--- config.mk ---
export PLATFORM = sky130hd
export DESIGN_NAME = halfrate_reg_bridge
export DESIGN_NICKNAME = d
export VERILOG_FILES = /design/src/rtl/hrb_pkg.sv /design/src/rtl/hrb_phase.sv /design/src/rtl/hrb_ctrl.sv /design/src/rtl/hrb_dpath.sv /design/src/rtl/halfrate_reg_bridge.sv
export SDC_FILE = /design/constraint.sdc
export NUM_CORES = 1
export LEC_CHECK = 0
export ABC_AREA = 1
export BUFFER_PORTS_ARGS = -buffer_cell sky130_fd_sc_hd__buf_4
export CORE_AREA = 2 2 63 65
export DETAILED_ROUTE_END_ITERATION = 6
export DIE_AREA = 0 0 65 67
export HOLD_SLACK_MARGIN = 0.06
export PLACE_DENSITY_LB_ADDON = 0.3
export SLEW_MARGIN = 20
export SYNTH_ARGS = -nofsm -noshare
export SYNTH_HDL_FRONTEND = slang
export SYNTH_HIERARCHICAL = 1
export SYNTH_SLANG_ARGS = --single-unit
--- constraint.sdc ---
create_clock -name clk -period 1.8 [get_ports clk]
set_input_delay 0.18 -clock clk [delete_from_list [all_inputs] [get_ports clk]]
set_output_delay 0.18 -clock clk [all_outputs]
set_load 0.05 [all_outputs]
--- src/rtl/hrb_pkg.sv ---
package hrb_pkg;

  typedef enum logic [1:0] {
    ST_IDLE    = 2'd0,
    ST_RD_WAIT = 2'd1,
    ST_RD_DONE = 2'd2
  } hrbState_t;

  // strobes from control to datapath
  typedef struct packed {
    logic loadBuf;  // capture CPU write into the post buffer
    logic selBuf;   // drive bus address from the post buffer
    logic issueWr;  // write strobe on the bus this cycle
    logic issueRd;  // read strobe on the bus this cycle
    logic rdDone;   // read data returns to the CPU this cycle
  } hrbCtl_t;

endpackage

--- src/rtl/hrb_phase.sv ---
module hrb_phase (
  input  logic clk,
  input  logic rst,
  output logic perEn
);

  logic phaseQ;

  always_ff @(posedge clk) begin
    if (rst) phaseQ <= 1'b0;
    else     phaseQ <= ~phaseQ;
  end

  assign perEn = phaseQ;

  AST_PHASE_HIGH_THEN_LOW: assert property (@(posedge clk) disable iff (rst)
    perEn |=> !perEn);
  AST_PHASE_LOW_THEN_HIGH: assert property (@(posedge clk) disable iff (rst)
    !perEn |=> perEn);

endmodule

--- src/rtl/hrb_ctrl.sv ---
module hrb_ctrl
  import hrb_pkg::*;
(
  input  logic    clk,
  input  logic    rst,
  input  logic    cpuReq,
  input  logic    cpuWe,
  input  logic    perEn,
  output hrbCtl_t ctl,
  output logic    cpuReady
);

  hrbState_t state;
  hrbState_t stateNxt;
  logic      wrPending;
  logic      isIdle;

  assign isIdle = (state == ST_IDLE);

  always_comb begin
    ctl         = '0;
    ctl.selBuf  = wrPending;
    ctl.issueWr = isIdle && wrPending && perEn;
    ctl.issueRd = isIdle && cpuReq && !cpuWe && !wrPending && perEn;
    ctl.loadBuf = isIdle && cpuReq && cpuWe && !wrPending;
    ctl.rdDone  = (state == ST_RD_DONE);
    cpuReady    = ctl.loadBuf || ctl.rdDone;
  end

  always_comb begin
    stateNxt = state;
    unique case (state)
      ST_IDLE:    if (ctl.issueRd) stateNxt = ST_RD_WAIT;
      ST_RD_WAIT: stateNxt = ST_RD_DONE;
      ST_RD_DONE: stateNxt = ST_IDLE;
      default:    stateNxt = ST_IDLE;
    endcase
  end

  always_ff @(posedge clk) begin
    if (rst) begin
      state     <= ST_IDLE;
      wrPending <= 1'b0;
    end else begin
      state <= stateNxt;
      if (ctl.loadBuf)      wrPending <= 1'b1;
      else if (ctl.issueWr) wrPending <= 1'b0;
    end
  end

  AST_RD_LATENCY: assert property (@(posedge clk) disable iff (rst)
    ctl.issueRd |-> ##2 cpuReady);
  AST_RD_STALL: assert property (@(posedge clk) disable iff (rst)
    ctl.issueRd |=> !cpuReady);
  AST_READY_NEEDS_REQ: assert property (@(posedge clk) disable iff (rst)
    cpuReady |-> cpuReq);
  AST_WR_DRAIN: assert property (@(posedge clk) disable iff (rst)
    (wrPending && !perEn) |=> ctl.issueWr);
  AST_POST_HELD: assert property (@(posedge clk) disable iff (rst)
    ctl.loadBuf |=> wrPending);

endmodule

--- src/rtl/hrb_dpath.sv ---
module hrb_dpath
  import hrb_pkg::*;
#(
  parameter int AW = 8,
  parameter int DW = 16
) (
  input  logic          clk,
  input  logic          rst,
  input  hrbCtl_t       ctl,
  input  logic [AW-1:0] cpuAddr,
  input  logic [DW-1:0] cpuWdata,
  input  logic [DW-1:0] perRdata,
  output logic [DW-1:0] cpuRdata,
  output logic [AW-1:0] perAddr,
  output logic [DW-1:0] perWdata,
  output logic          perRd,
  output logic          perWr
);

  logic [AW-1:0] bufAddr;
  logic [DW-1:0] bufData;

  always_ff @(posedge clk) begin
    if (rst) begin
      bufAddr <= '0;
      bufData <= '0;
    end else if (ctl.loadBuf) begin
      bufAddr <= cpuAddr;
      bufData <= cpuWdata;
    end
  end

  assign perAddr  = ctl.selBuf ? bufAddr : cpuAddr;
  assign perWdata = bufData;
  assign perWr    = ctl.issueWr;
  assign perRd    = ctl.issueRd;
  assign cpuRdata = ctl.rdDone ? perRdata : '0;

  AST_BUF_STABLE: assert property (@(posedge clk) disable iff (rst)
    (ctl.selBuf && !ctl.loadBuf) |=> (ctl.selBuf ? $stable(bufAddr) && $stable(bufData) : 1'b1));

endmodule

--- src/rtl/halfrate_reg_bridge.sv ---
module halfrate_reg_bridge
  import hrb_pkg::*;
#(
  parameter int AW = 8,
  parameter int DW = 16
) (
  input  logic          clk,
  input  logic          rst,
  input  logic          cpuReq,
  input  logic          cpuWe,
  input  logic [AW-1:0] cpuAddr,
  input  logic [DW-1:0] cpuWdata,
  output logic [DW-1:0] cpuRdata,
  output logic          cpuReady,
  output logic          perEn,
  output logic [AW-1:0] perAddr,
  output logic [DW-1:0] perWdata,
  output logic          perRd,
  output logic          perWr,
  input  logic [DW-1:0] perRdata
);

  hrbCtl_t ctl;

  hrb_phase u_phase (
    .clk   (clk),
    .rst   (rst),
    .perEn (perEn)
  );

  hrb_ctrl u_ctrl (
    .clk      (clk),
    .rst      (rst),
    .cpuReq   (cpuReq),
    .cpuWe    (cpuWe),
    .perEn    (perEn),
    .ctl      (ctl),
    .cpuReady (cpuReady)
  );

  hrb_dpath #(.AW(AW), .DW(DW)) u_dpath (
    .clk      (clk),
    .rst      (rst),
    .ctl      (ctl),
    .cpuAddr  (cpuAddr),
    .cpuWdata (cpuWdata),
    .perRdata (perRdata),
    .cpuRdata (cpuRdata),
    .perAddr  (perAddr),
    .perWdata (perWdata),
    .perRd    (perRd),
    .perWr    (perWr)
  );

  AST_STROBE_ON_EN: assert property (@(posedge clk) disable iff (rst)
    (perRd || perWr) |-> perEn);
  AST_ONE_STROBE: assert property (@(posedge clk) disable iff (rst)
    !(perRd && perWr));
  AST_STROBE_SINGLE: assert property (@(posedge clk) disable iff (rst)
    (perRd || perWr) |=> !(perRd || perWr));

endmodule

==> summary.txt <==
Status -> finished, final reports clean
Max_cap viols -> 0
Internal -> 0.001036 W
Final Setup Violations -> 0
R2R Setup Slk -> 500 ps
Worst-Skew Late Latency -> 270 ps
Post-layout minimum cycle time -> 1565 ps
Sw Ratio -> 32.99%
Io pins -> 88
Tot GR Track Use -> 14.65%
Post-synth top area share -> 39.93%
Syn avg cell area -> 6.051 µm²
Initial Util -> 38.93%
Vias in the first global route -> 1208
Core box area -> 0.003606 mm²
Initial antenna violation count -> 0
P_sw -> 0.0005099 W
Syn Nets -> 276
Post-Synth Adder-Cell Area -> 0%
Synthesized instance count -> 232
Post-CTS Hold Fix Bufs -> 0
Layout area overhead -> 51.16%
Routed wire per std cell -> 8.904 µm
Final hold vios -> 0
Sequential area share after synthesis -> 39.93%
Reg2Reg Launch Point -> u_ctrl/wrPending
Cell taking the most area after synthesis -> dfxtp_1
Post-Syn Area -> 0.001404 mm²
IO buf count -> 87
RSZ-0062 raised after global routing -> no
Comb pwr share -> 30.9%
Die ar. -> 0.004355 mm²
Largest net degree at the start of global routing -> 30
Sink Count -> 28
Clock Tree Root -> clkbuf_8
Die height -> 67 µm
FP Rows -> 22
Dpl hpwl -> 2.510 mm
Htree depth -> 1
Drt first pass iters -> 4
Largest family of logic cells by synthesized area -> simple AND/OR/NAND/NOR gates
ANT nets after route -> 0
Clock-pin slew on the worst setup and hold paths -> 90 ps
DR vias -> 1479
Power per cell area -> 728.3 mW/mm²
Synth unique cells -> 15
Leakage power -> 1.297 nW
Post-synthesis xor/xnor area fraction -> 0%
Share of layout cells above drive strength 1 -> 32.06%
Max Fanout on Critical Path -> 11
Normalized max-slew margin -> 81.65%
Setup crit end kind -> output port
Initial drt markers -> 52
Commonest cells after routing, fill and taps aside -> 92 x buf_4, 77 x nand2_1, 54 x nor2_1, 46 x inv_1, 28 x dfxtp_1
Longest Clk Path Bufs -> 2
Sequential power share -> 44.6%
Setup WS post-layout -> 234.9 ps
Setup WS pre-CTS -> 511.4 ps
Worst Path Required -> 1620 ps
CTS tree -> yes
Worst hold margin -> 101.2 ps
Residual DRC -> 0
Clk pwr share -> 24.5%
Compound-gate portion of the synthesized area -> 3.832%
Worst path arrival time -> 1390 ps
CP Class -> reg -> out
Ranking of synthesized cells by area -> dfxtp_1 40%, nand2_1 21%, nor2_1 14%
HP Start -> rst
Peak Freq -> 0.6390 GHz
Clock Skew -> 1.835 ps
Chip width -> 65 µm
Worst setup startpoint -> u_ctrl/wrPending
Hold Crit Class -> in -> reg
Routability cong. -> 0.7322
# diodes -> 0
Ys Warns -> 6
Tightest Pin Transition -> 274.8 ps
Fraction of synthesized area in multiplexers -> 0%
Commonest non-fill, non-tap cell in the layout -> buf_4
Max-slew violation total from the final report -> 0
Inserted Clock Buffers -> 3
Filler instances -> 391
Total wire length -> 3.232 mm
Synthesized flop and latch total -> 28
Setup bufs post-CTS -> 0
VDD IR max -> 510.8 µV
# nets final -> 360
Synth Area in Simple Gates -> 37.70%
Avg Vias per Cell -> 4.074
Residual overflow from global routing -> 0
First-pass GRT wire length -> 5.106 mm
Post-CTS resize count -> 0
CP startpoint kind -> flip-flop
Final period util -> 86.95%
[routing by layer]
layer | part of all wire, % | vias to the layer above | GRT usage (%) | wire length (µm)
met5 | 0 | - | 0 | 0
met4 | 0.25 | 0 | 2.394 | 8
met3 | 5.8 | 2 | 4.054 | 187
met2 | 54 | 36 | 27.32 | 1736
met1 | 40 | 626 | 16.82 | 1299
li1 | - | 815 | - | -
[stage by stage]
step | utilization (%) | setup TNS (ps) | instance area (µm²) | power [W] | std cells
after detailed placement | 57.32 | 0 | 2067 | 0.001185 | 359
after floorplan | - | -223.8 | 1404 | 0.001018 | 232
after global placement | 57.32 | 0 | 2067 | 0.001181 | 359
after CTS | 58.85 | 0 | 2122 | 0.001574 | 363
final | 58.85 | 0 | 2122 | 0.001545 | 363
after global routing | 58.85 | 0 | 2122 | 0.001632 | 363
[power groups by stage]
| stage | sequential (W) | clock [W] | combinational, W |
|---|---|---|---|
| after floorplan | 0.000797 | 0 | 0.000221 |
| after CTS | 0.000690 | 0.000402 | 0.000482 |
| after global routing | 0.000696 | 0.000421 | 0.000516 |
| final | 0.000689 | 0.000378 | 0.000478 |
| after detailed placement | 0.000704 | 0 | 0.000481 |
| after global placement | 0.000703 | 0 | 0.000478 |
[area by class of cell]
type	count	area (µm²)	area share [%]
sequential	28	560.5	26.42
multi-input combinational	145	583.1	27.48
inverter	46	172.7	8.137
tap	48	60.06	2.830
timing repair buffer	92	690.7	32.55
clock buffer	4	55.05	2.594
[final timing paths]
path | to | cells after the start
hold / removal | u_ctrl/wrPending | 2
setup reg to reg | u_dpath/bufAddr[3] | 7
hold reg to reg | u_phase/perEn | 1
setup / recovery | perRd | 5
[cell usage after synthesis]
cell / count
inv_1: 46
nand2_2: 1
nor3_2: 1
o21ai_0: 8
nand3_2: 1
nor2_1: 54
nor2_4: 1
o21ai_1: 1
dfxtp_1: 28
clkbuf_2: 1
a21oi_2: 1
nand2_1: 77
buf_4: 4
buf_2: 6
buf_6: 2
[cells by family after synthesis]
kind of cell / count (synthesis)
AND/OR/NAND/NOR: 135
AO/OA/AOI/OAI: 10
flip-flops: 28
buffers and inverters: 59
[critical path: stages (launching register included)]
cell     delay [ps]
dfxtp_1         400
buf_4           200
nor2_1          100
nand2_1          80
nor2_1          120
buf_4           220
[sequential cells by signal, indices dropped and copies added (netlist names)]
signal	count
u_dpath/perWdata	16
u_dpath/bufAddr	8
u_ctrl/state	2
u_ctrl/wrPending	1
u_phase/perEn	1
Note: power is estimated with default switching activity, not from simulation.
